`src/rtl/psr_pkg.sv`:
```
package psr_pkg;

    localparam int FLAG_W = 8;

    localparam int POS_C = 0;
    localparam int POS_Z = 1;
    localparam int POS_I = 2;
    localparam int POS_D = 3;
    localparam int POS_X = 4;
    localparam int POS_M = 5;
    localparam int POS_V = 6;
    localparam int POS_N = 7;

    typedef enum logic [2:0] {
        OP_NONE = 3'd0,
        OP_LOAD = 3'd1,
        OP_MSET = 3'd2,
        OP_MCLR = 3'd3,
        OP_BSET = 3'd4,
        OP_BCLR = 3'd5,
        OP_SWAP = 3'd6,
        OP_RSVD = 3'd7
    } psr_op_e;

    typedef struct packed {
        logic [FLAG_W-1:0] flags;
        logic              emu;
    } psr_state_t;

endpackage

```
`src/rtl/psr_cmd_decode.sv`:
```
module psr_cmd_decode
    import psr_pkg::*;
#(
    parameter int W = FLAG_W
) (
    input  psr_op_e        op,
    input  logic [W-1:0]   data,
    input  logic           emu_cur,
    output logic [W-1:0]   ovr_mask,
    output logic [W-1:0]   ovr_val,
    output logic           swap_hit
);
    localparam int IDX_W = $clog2(W);

    logic [W-1:0] bit_onehot;

    for (genvar i = 0; i < W; i++) begin : g_onehot
        assign bit_onehot[i] = (data[IDX_W-1:0] == IDX_W'(i));
    end

    always_comb begin
        ovr_mask = '0;
        ovr_val  = '0;
        swap_hit = 1'b0;
        unique case (op)
            OP_LOAD: begin
                ovr_mask = '1;
                ovr_val  = data;
            end
            OP_MSET: begin
                ovr_mask = data;
                ovr_val  = '1;
            end
            OP_MCLR: begin
                ovr_mask = data;
                ovr_val  = '0;
            end
            OP_BSET: begin
                ovr_mask = bit_onehot;
                ovr_val  = '1;
            end
            OP_BCLR: begin
                ovr_mask = bit_onehot;
                ovr_val  = '0;
            end
            OP_SWAP: begin
                ovr_mask[POS_C] = 1'b1;
                ovr_val[POS_C]  = emu_cur;
                swap_hit        = 1'b1;
            end
            default: begin
                ovr_mask = '0;
                ovr_val  = '0;
            end
        endcase
    end

endmodule

```
`src/rtl/psr_next.sv`:
```
module psr_next
    import psr_pkg::*;
#(
    parameter int W = FLAG_W
) (
    input  psr_state_t     cur,
    input  logic           alu_we,
    input  logic [W-1:0]   alu_sel,
    input  logic [W-1:0]   alu_val,
    input  logic [W-1:0]   ovr_mask,
    input  logic [W-1:0]   ovr_val,
    input  logic           swap_hit,
    input  logic           int_enter,
    output psr_state_t     nxt
);
    logic         emu_nxt;
    logic [W-1:0] lane;

    assign emu_nxt = swap_hit ? cur.flags[POS_C] : cur.emu;

    for (genvar i = 0; i < W; i++) begin : g_lane
        logic after_alu;
        logic after_cmd;

        assign after_alu = (alu_we && alu_sel[i]) ? alu_val[i] : cur.flags[i];
        assign after_cmd = ovr_mask[i] ? ovr_val[i] : after_alu;

        if (i == POS_I) begin : g_irq_dis
            assign lane[i] = after_cmd | int_enter;
        end else if (i == POS_D) begin : g_dec
            assign lane[i] = after_cmd & ~int_enter;
        end else if (i == POS_M || i == POS_X) begin : g_width
            assign lane[i] = after_cmd | emu_nxt;
        end else begin : g_plain
            assign lane[i] = after_cmd;
        end
    end

    always_comb begin
        nxt.flags = lane;
        nxt.emu   = emu_nxt;
    end

endmodule

```
`src/rtl/psr_status_unit.sv`:
```
module psr_status_unit
    import psr_pkg::*;
#(
    parameter int W = FLAG_W
) (
    input  logic         clk,
    input  logic         rst_n,
    input  logic [2:0]   cmd_op,
    input  logic [W-1:0] cmd_data,
    input  logic         alu_we,
    input  logic [W-1:0] alu_sel,
    input  logic [W-1:0] alu_flags,
    input  logic         int_enter,
    output logic [W-1:0] status,
    output logic         emu_mode,
    output logic         acc_narrow,
    output logic         idx_narrow
);
    localparam logic [W-1:0] RESET_FLAGS =
        W'((1 << POS_I) | (1 << POS_M) | (1 << POS_X));
    localparam logic [W-1:0] WIDTH_BITS =
        W'((1 << POS_M) | (1 << POS_X));

    psr_op_e      op_w;
    logic [W-1:0] ovr_mask_w;
    logic [W-1:0] ovr_val_w;
    logic         swap_w;
    psr_state_t   nxt_w;
    psr_state_t   state_d;
    psr_state_t   state_q;

    assign op_w = psr_op_e'(cmd_op);

    psr_cmd_decode #(.W(W)) u_decode (
        .op       (op_w),
        .data     (cmd_data),
        .emu_cur  (state_q.emu),
        .ovr_mask (ovr_mask_w),
        .ovr_val  (ovr_val_w),
        .swap_hit (swap_w)
    );

    psr_next #(.W(W)) u_next (
        .cur       (state_q),
        .alu_we    (alu_we),
        .alu_sel   (alu_sel),
        .alu_val   (alu_flags),
        .ovr_mask  (ovr_mask_w),
        .ovr_val   (ovr_val_w),
        .swap_hit  (swap_w),
        .int_enter (int_enter),
        .nxt       (nxt_w)
    );

    always_comb begin
        state_d = nxt_w;
        if (!rst_n) begin
            state_d.flags = RESET_FLAGS;
            state_d.emu   = 1'b1;
        end
    end

    always_ff @(posedge clk) begin
        state_q <= state_d;
    end

    assign status     = state_q.flags;
    assign emu_mode   = state_q.emu;
    assign acc_narrow = state_q.flags[POS_M];
    assign idx_narrow = state_q.flags[POS_X];

    AST_EMU_WIDTH_HELD: assert property (@(posedge clk) disable iff (!rst_n)
        emu_mode |-> (acc_narrow && idx_narrow));

    AST_SWAP_EXCHANGE: assert property (@(posedge clk) disable iff (!rst_n)
        (op_w == OP_SWAP) |=> (emu_mode == $past(status[POS_C]))
                              && (status[POS_C] == $past(emu_mode)));

    AST_INT_ENTRY: assert property (@(posedge clk) disable iff (!rst_n)
        int_enter |=> (status[POS_I] && !status[POS_D]));

    AST_LOAD_VALUE: assert property (@(posedge clk) disable iff (!rst_n)
        (op_w == OP_LOAD && !int_enter) |=>
            status == ($past(cmd_data) | (emu_mode ? WIDTH_BITS : '0)));

    AST_MASK_SET_BITS: assert property (@(posedge clk) disable iff (!rst_n)
        (op_w == OP_MSET && !int_enter) |=>
            ((status & $past(cmd_data)) == $past(cmd_data)));

    AST_MASK_CLR_BITS: assert property (@(posedge clk) disable iff (!rst_n)
        (op_w == OP_MCLR && !int_enter) |=>
            ((status & $past(cmd_data) & ~(emu_mode ? WIDTH_BITS : '0)) == '0));

    AST_IDLE_HOLD: assert property (@(posedge clk) disable iff (!rst_n)
        ((op_w == OP_NONE || op_w == OP_RSVD) && !alu_we && !int_enter) |=>
            ($stable(status) && $stable(emu_mode)));

endmodule

```
`config.mk`:
```
export PLATFORM = sky130hd
export DESIGN_NAME = psr_status_unit
export DESIGN_NICKNAME = d
export VERILOG_FILES = /design/src/rtl/psr_pkg.sv /design/src/rtl/psr_cmd_decode.sv /design/src/rtl/psr_next.sv /design/src/rtl/psr_status_unit.sv
export SDC_FILE = /design/constraint.sdc
export NUM_CORES = 1
export LEC_CHECK = 0
export ABC_AREA = 1
export BUFFER_PORTS_ARGS = -buffer_cell sky130_fd_sc_hd__buf_2
export CORE_MARGIN = 3
export CORE_UTILIZATION = 45
export CTS_CLUSTER_DIAMETER = 200
export CTS_CLUSTER_SIZE = 25
export DETAILED_ROUTE_END_ITERATION = 12
export GPL_TIMING_DRIVEN = 0
export PLACE_DENSITY_LB_ADDON = 0.08
export REMOVE_ABC_BUFFERS = 1
export SETUP_SLACK_MARGIN = 0.02
export SLEW_MARGIN = 20
export SYNTH_ARGS = -nofsm -noshare
export SYNTH_HDL_FRONTEND = slang
export SYNTH_SLANG_ARGS = --single-unit
```
`constraint.sdc`:
```
create_clock -name clk -period 0.94 [get_ports clk]
set_input_delay 0.047 -clock clk [delete_from_list [all_inputs] [get_ports clk]]
set_output_delay 0.047 -clock clk [all_outputs]
set_load 0.01 [all_outputs]
```
==> flow_summary.ini, run 1 <==
[outcome]
status = finished clean

[power]
p_comb_share_pct = 33.1
finalPower_w = 0.001095
clkPwrFrac_pct = 29.0
p_sw_w = 0.0003827
internal-power_w = 0.0007128
irDropWorstVdd_uv = 815.6
p_leak_nw = 0.6024
powerDensity_nw_per_um2 = 1009
p_seq_share_pct = 38.0
swShare_pct = 34.93

[routing]
drtAntennaViolNets = 0
dr.first_iter.drc_count = 19
first_pass_iters = 4
via_per_inst = 4.967
wl_per_cell_um = 10.68
drc_errors = 0
via_count = 1068
routed_wl_um = 2297

[placement]
portBuffers = 41
post-place-ws_ps = -198.3
place_area_um2 = 1044
dp_cells = 210
dp_hpwl_um = 1803
gp_congestion = 0.7757

[sta]
min_period_over_period_pct = 95.90
finalSetupTns_ps = 0
setup_ws_ps = 38.51
slew_violations = 0
hold_viol_final = 0
timing.max_slew.rel_slack_pct = 85.02
finalCriticalPeriod_ps = 901.5
clock.fmax_mhz = 1109
rsz0062_at_grt = yes
setup_viol = 0
worst_pin_slew_ps = 224.7
finalClockSkew_ps = 7.582

[critical_path]
path_max_fanout = 3
critPathRequiredTime_ps = 1100
r2r-start = emu_mode
r2r_slack_ps = 40
r2r-end = status[4]
cp.arrival_ps = 1060
worstSetupEndpointType = register
cp-start-kind = register
r2r_cells = 4
critPathKind = register to register

[synthesis]
yosysSeqAreaShare_pct = 21.27
syn-cell-area_um2 = 847.1
synth.top_cells.by_area = nand2_1, dfxtp_1, nand3_1
postSynthCellCount = 148
synth_flop_cell = dfxtp_1
ys_types = 23
synth_top_cell_by_area = nand2_1
yosysMostFrequentCell = nand2_1
netlist_top_cells_count = nand2_1, nand3_1, nor2_1
synth-warning-count = 0
synth_edf_count = 0
syn_area_per_cell_um2 = 5.723
yosys_register_bits = 9
synthDominantCellAreaShare_pct = 23.93
async_reset_ff_share_pct = 0

[die]
die_area_um2 = 2439
coreArea_um2 = 1745
io_pins = 42
initial_core_util_pct = 48.53
die_y_um = 49.39
num_rows = 15
die_x_um = 49.39

[worst_hold_path]
whs_endpoint = status[0]
hold_depth = 3
hold_class = input pin to register
min_from = rst_n

[grt]
track_usage_pct = 19.04
grt_pass1_vias = 926
grt_start_max_net_pins = 14
grt_pass1_wl_um = 3698
overflow = 0
antenna_found_initial = 0

[clocking]
clock_latency_ps = 270
ctsRootBufferMaster = clkbuf_4
path_clk_slew_ps = 80
numClockSinks = 9
cts_buffers = 3
cts_tree = yes
clk_path_buf_depth = 2
htreeDepth = 1

[flow_run]
maxCapViolations = 0

[layout]
drive_above_1_share_pct = 31.58
layout.nets = 222
antenna-diode-count = 0
nFillCells = 172
multiInputGateArea_um2 = 569.3
fin_area_um2 = 1086
seqCellArea_um2 = 181.4
syn_to_final_growth_pct = 28.21
fin_cells = 215
==> sequential cells by signal, summed over array words and instances (netlist names) <==
signal,cells
emu_mode,1
status,8
==> final cells by class <==
class / count / share of cell area, %
inverter: 15 / 5.645
multi-input combinational: 120 / 52.42
timing repair buffer: 42 / 19.82
clock buffer: 3 / 2.074
sequential: 9 / 16.71
tap: 25 / 2.880
clock inverter: 1 / 0.4608
==> kinds of logic after synthesis <==
group / count (synthesis) / synth area share [%]
AOI/OAI and AO/OA: 14 / 8.862
buffers and inverters: 19 / 11.96
DFF: 9 / 21.27
and+or+nand+nor: 106 / 57.90
==> power by group through the flow <==
stage	clock network [W]	logic [W]	registers, W
after detailed placement	0	0.000355	0.000424
final	0.000317	0.000362	0.000416
after global routing	0.000348	0.000410	0.000419
after CTS	0.000321	0.000359	0.000415
after global placement	0	0.000344	0.000422
after floorplan	0	0.000189	0.000437
==> worst max-delay path, cell delays in order, from the launching register on <==
cell     delay, ps
dfxtp_2        340
o21ai_2         60
o31ai_1         80
nor2_1         200
nand3_1        100
==> metal layers <==
metal	up-vias	share of wire (%)	GRT usage, %
met3	2	7.1	4.893
li1	562	-	-
met2	32	48	32.81
met1	472	44	22.69
met5	-	0	0
met4	0	0.48	6.452
==> stage by stage <==
step	hold WS [ps]	util, %
final	40.00	62.22
after global routing	62.03	62.22
after CTS	38.25	61.94
after detailed placement	272.3	59.78
after global placement	264.5	59.78
after floorplan	170.3	-
==> how the worst max path moves through the flow <==
stage | slack, ps | from | cells past startpoint | end
global placement | -160 | cmd_op[2] | 8 | status[6]
finish | 40 | emu_mode | 4 | status[4]
CTS | 30 | emu_mode | 4 | status[4]
global route | -30 | emu_mode | 4 | status[4]
detailed placement | -200 | cmd_op[2] | 8 | status[6]
floorplan | 100 | status[0] | 4 | status[4]
==> repair_timing <==
| action | CTS | global route |
|---|---|---|
| endpoints found under the setup margin | 0 | 4 |
| resized for setup | 0 | 4 |
| hold buffers | 1 | 0 |
| hold endpoints to repair | 1 | 0 |
| setup buffers | 0 | 0 |
==> cell usage in the layout (no fill, tap or decap), types with 6 or more instances in the layout <==
cell,instances
nand2_1,54
buf_2,41
nand3_1,17
nor2_1,15
inv_1,12
dfxtp_1,8
o21ai_0,6
nand4_1,6
Note: power is estimated with default switching activity, not from simulation.
==> inputs of run 2 (changes only) <==
--- a/config.mk
+++ b/config.mk
@@ -8,7 +8,7 @@
 export ABC_AREA = 1
 export BUFFER_PORTS_ARGS = -buffer_cell sky130_fd_sc_hd__buf_2
 export CORE_MARGIN = 3
-export CORE_UTILIZATION = 45
+export CORE_UTILIZATION = 46
 export CTS_CLUSTER_DIAMETER = 200
 export CTS_CLUSTER_SIZE = 25
 export DETAILED_ROUTE_END_ITERATION = 12
@@ -19,4 +19,5 @@
 export SLEW_MARGIN = 20
 export SYNTH_ARGS = -nofsm -noshare
 export SYNTH_HDL_FRONTEND = slang
+export SYNTH_HIERARCHICAL = 1
 export SYNTH_SLANG_ARGS = --single-unit
==> run 2 against run 1 <==
Utilization is 1.1 points higher. Cell area is 6.2% higher. Global-route usage is 2.0 points lower. Power is 3.2% higher. Via count is 1.1% lower. Die area is 7.7% higher. Register-to-register slack better by 80 ps. Critical path type is now register to primary output. Cell count is 8.4% higher. Sequential power hardly changed. Synthesized cell count is 16% higher. Clock-buffer cell count is 1 higher.
==> flow_summary.ini, run 2 <==
[routing]
drtAntennaViolNets = 0
via_per_inst = 4.532
first_pass_iters = 4
wl_per_cell_um = 9.622
dr.first_iter.drc_count = 11
drc_errors = 0
via_count = 1056
routed_wl_um = 2242

[clocking]
numClockSinks = 9
clock_latency_ps = 260
ctsRootBufferMaster = clkbuf_4
cts_tree = yes
clk_path_buf_depth = 2
cts_buffers = 3
path_clk_slew_ps = 70
htreeDepth = 1

[synthesis]
yosysMostFrequentCell = nand2_1
postSynthCellCount = 171
ys_types = 19
synth-warning-count = 6
async_reset_ff_share_pct = 0
syn-cell-area_um2 = 942.2
synth_edf_count = 0
synth_top_cell_by_area = nand2_1
yosysSeqAreaShare_pct = 19.12
syn_area_per_cell_um2 = 5.510
synth_flop_cell = dfxtp_1
yosys_register_bits = 9
synthDominantCellAreaShare_pct = 21.91
synth.top_cells.by_area = nand2_1, dfxtp_1, inv_1
netlist_top_cells_count = nand2_1, inv_1, nand3_1

[placement]
dp_cells = 227
gp_congestion = 0.7958
portBuffers = 41
place_area_um2 = 1092
dp_hpwl_um = 1706

[die]
io_pins = 42
die_x_um = 51.26
die_area_um2 = 2627
initial_core_util_pct = 51.75
coreArea_um2 = 1821
num_rows = 15
die_y_um = 51.26

[sta]
slew_violations = 0
hold_viol_final = 0
finalCriticalPeriod_ps = 819.4
timing.max_slew.rel_slack_pct = 80.75
finalClockSkew_ps = 1.769
rsz0062_at_grt = no
finalSetupTns_ps = 0
clock.fmax_mhz = 1220
setup_viol = 0
worst_pin_slew_ps = 288.7
min_period_over_period_pct = 87.17

[layout]
antenna-diode-count = 0
fin_cells = 233
largest_reg_flops = 8
final_common_cell = nand2_1
seqCellArea_um2 = 181.4
layout_common_cells = nand2_1, buf_2, inv_1
syn_to_final_growth_pct = 22.44
multiInputGateArea_um2 = 531.8
nFillCells = 210
drive_above_1_share_pct = 32.21
fin_area_um2 = 1154
layout.nets = 240

[critical_path]
cp_num_buf_inv = 1
cp-start-kind = register
slowest_delay_ps = 360
critPathKind = register to primary output
worstSetupEndpoint = idx_narrow
cp-startpoint = status[4]
r2r_slack_ps = 120
crit_cells = 1
cpLargestDelayFamily = flip-flops
slowest_stage = dfxtp_1
path_cells = buf_2
r2r-end = status[5]
worstSetupEndpointType = primary output
r2r_cells = 6
cp.arrival_ps = 770
path_max_fanout = 3
r2r-start = emu_mode
critPathRequiredTime_ps = 890

[power]
p_sw_w = 0.0003982
swShare_pct = 35.24
powerDensity_nw_per_um2 = 979.6
p_leak_nw = 0.7708
irDropWorstVdd_uv = 630.4
p_comb_share_pct = 34.3
clkPwrFrac_pct = 28.6
internal-power_w = 0.0007318
p_seq_share_pct = 37.1

[flow_run]
maxCapViolations = 0

[grt]
overflow = 0
antenna_found_initial = 0
grt_start_max_net_pins = 16
grt_pass1_vias = 859
track_usage_pct = 17.07
grt_pass1_wl_um = 3415

[outcome]
status = finished clean

[worst_hold_path]
hold_class = input pin to register
run 2: changes by cell type in the layout (fill, tap and decap cells not counted), moves of 2 or more:
cell / previous run / this run
inv_1: 12 / 34
inv_2: 1 / 6
o21ai_1: 2 / 7
nand4_1: 6 / 2
and2_1: 3 / 0
nand2_4: 1 / 4
nand3_1: 17 / 14
nand3b_1: 0 / 3
o21ai_0: 6 / 3
a21oi_1: 3 / 1
buf_4: 0 / 2
nor2_1: 15 / 13
nor2_2: 3 / 1
run 2: worst min path at each step:
stage | cells after the start | end | startpoint
after floorplan | 1 | status[4] | rst_n
after global placement | 2 | status[2] | rst_n
after detailed placement | 2 | emu_mode | rst_n
after CTS | 2 | emu_mode | rst_n
after global routing | 2 | status[4] | rst_n
final | 2 | status[2] | rst_n
run 2: layout make-up:
| cell class | count | share of cell area (%) |
|---|---|---|
| multi-input combinational | 110 | 46.10 |
| clock buffer | 4 | 2.278 |
| inverter | 42 | 14.10 |
| timing repair buffer | 43 | 19.09 |
| sequential | 9 | 15.73 |
| tap | 25 | 2.711 |
run 2: repair_timing:
item	in CTS	in global routing
setup buffers	0	2
hold buffers	0	0
gates resized for setup	0	8
setup endpoints to repair	0	4
run 2: per-layer routing:
metal	track usage, %	wire length, µm	vias up
li1	-	-	574
met1	19.43	988	447
met2	30.90	1086	33
met3	3.499	150	2
met4	6.550	17	0
met5	0	0	-
run 2: through the flow:
stage	setup slack (ps)	hold slack, ps	utilization, %	power [W]
finish	120.6	51.16	63.37	0.001130
global route	24.81	55.40	63.37	0.001222
CTS	35.13	46.75	61.44	0.001129
detailed placement	-240.2	325.0	60.00	0.0007997
global placement	-209.1	322.9	60.00	0.0007887
floorplan	41.79	115.7	-	0.0006477
run 2: power by group through the flow:
stage | Clock (W) | Sequential, W | Combinational, W
floorplan | 0 | 0.000441 | 0.000206
global placement | 0 | 0.000426 | 0.000362
detailed placement | 0 | 0.000428 | 0.000372
CTS | 0.000336 | 0.000419 | 0.000374
global route | 0.000357 | 0.000422 | 0.000443
finish | 0.000324 | 0.000419 | 0.000387
run 2: cell families after synthesis:
| group | after synthesis | synth area share, % |
|---|---|---|
| buffers and inverters | 52 | 25.90 |
| AOI/OAI and AO/OA | 13 | 7.303 |
| DFF | 9 | 19.12 |
| and+or+nand+nor | 97 | 47.68 |
==> inputs of run 3 (changes only) <==
==> constraint.sdc (replaced) <==
create_clock -name clk -period 0.94 [get_ports clk]
set_input_delay 0.141 -clock clk [delete_from_list [all_inputs] [get_ports clk]]
set_output_delay 0.141 -clock clk [all_outputs]
set_load 0.01 [all_outputs]
==> run 3 against run 2 <==
Routed wire length increased by 4.6%. Register-to-register slack about the same. Hold slack improved by 92 ps. Non-clock buffer count decreased by 2. Setup slack got worse by 75 ps. Clock power increased by 3%. Utilization increased by 2.4 points. Largest power group unchanged. Highest routed layer unchanged.
==> flow_summary.ini, run 3 (same netlist as run 2, synthesis figures left out) <==
[power]
powerDensity_nw_per_um2 = 974.4
finalPower_w = 0.001167
p_leak_nw = 0.7749
irDropWorstVdd_uv = 644.6

[die]
die_x_um = 51.26
io_pins = 42
initial_core_util_pct = 51.75
num_rows = 15
die_y_um = 51.26
die_area_um2 = 2627
coreArea_um2 = 1821

[routing]
via_per_inst = 4.638
first_pass_iters = 4
wl_per_cell_um = 10.11
dr.first_iter.drc_count = 15
routed_wl_um = 2345
drc_errors = 0
via_count = 1076
drtAntennaViolNets = 0

[layout]
syn_to_final_growth_pct = 27.09
final_common_cell = nand2_1
antenna-diode-count = 0
nFillCells = 200
layout_common_cells = nand2_1, buf_2, inv_1
layout.nets = 239
largest_reg_flops = 8
drive_above_1_share_pct = 34.78

[grt]
grt_pass1_vias = 869
overflow = 0
grt_pass1_wl_um = 3443
antenna_found_initial = 0
grt_start_max_net_pins = 16
track_usage_pct = 17.19

[sta]
worst_pin_slew_ps = 287.9
hold_viol_final = 0
setup_ws_ps = 46.06
setup_viol = 0
rsz0062_at_grt = yes
finalSetupTns_ps = 0
min_period_over_period_pct = 95.10
finalClockSkew_ps = 1.811
finalCriticalPeriod_ps = 893.9
slew_violations = 0
timing.max_slew.rel_slack_pct = 80.81
clock.fmax_mhz = 1119

[placement]
portBuffers = 41
post-place-ws_ps = -334.2
gp_congestion = 0.7958
dp_hpwl_um = 1706

[critical_path]
critPathKind = register to primary output
cpLargestDelayFamily = flip-flops
path_max_fanout = 2
slowest_stage = dfxtp_1
cp.arrival_ps = 750
slowest_delay_ps = 350
cp-start-kind = register
cp_num_buf_inv = 1
critPathRequiredTime_ps = 800
path_cells = buf_2
worstSetupEndpointType = primary output

[clocking]
clock_latency_ps = 270
clk_path_buf_depth = 2
cts_buffers = 3
numClockSinks = 9
cts_tree = yes
holdBufCountCts = 0
cts_setup_buffers = 0
path_clk_slew_ps = 80
htreeDepth = 1
ctsRootBufferMaster = clkbuf_4

[worst_hold_path]
hold_class = input pin to register

[outcome]
status = finished clean

[flow_run]
maxCapViolations = 0
==> run 3: cell types whose count changed in the layout (fill, tap and decap cells not counted), moves of 2 or more <==
cell     change
buf_2        -3
dfxtp_1      -3
dfxtp_2      +3
nand3_2      +2
==> run 3: worst paths after layout <==
kind	start	to	slack [ps]	depth (start not counted)
worst max-delay path	status[6]	status[6]	50	1
worst min-delay path	rst_n	status[2]	140	2
worst max register to register	emu_mode	status[0]	130	6
worst min register to register	emu_mode	emu_mode	590	4
==> run 3: timing repair <==
item,4_1_cts,5_1_grt
resized for setup,3,23
setup endpoints to repair,3,9
pin swaps,0,3
cloned,0,1
==> run 3: layout make-up <==
type                       instances  area (µm²)  area share [%]
clock buffer                       4       26.28           2.194
inverter                          42       170.2           14.21
timing repair buffer              41       216.5           18.08
sequential                         9       185.2           15.47
multi-input combinational        111       568.0           47.44
tap                               25       31.28           2.612
==> run 3: worst reg2reg max path, stage by stage, from the launching register on <==
cell,delay (ps)
dfxtp_2,340
nand4_1,90
nand3_1,90
nand2_1,50
o21ai_1,70
nand2_1,60
inv_1,50
==> run 3: power by group <==
part	internal [W]	switching, W	total (W)
sequential	0.000407	0.0000137	0.000421
clock	0.000164	0.000171	0.000335
combinational	0.000171	0.000240	0.000411
==> run 3: routing by layer <==
metal | track usage [%] | share of wire [%]
met1 | 19.43 | 41
met2 | 31.33 | 51
met3 | 3.499 | 6.9
met4 | 6.550 | 0.72
met5 | 0 | 0
==> run 3: per-stage QoR <==
stage	hold slack [ps]	instance area, µm²	utilization, %	cells
2_1_floorplan	209.7	855.8	-	161
3_3_place_gp	416.9	1092	60.00	227
3_5_place_dp	419.0	1092	60.00	227
4_1_cts	140.7	1125	61.79	231
5_1_grt	148.5	1197	65.77	232
6_report	142.9	1197	65.77	232
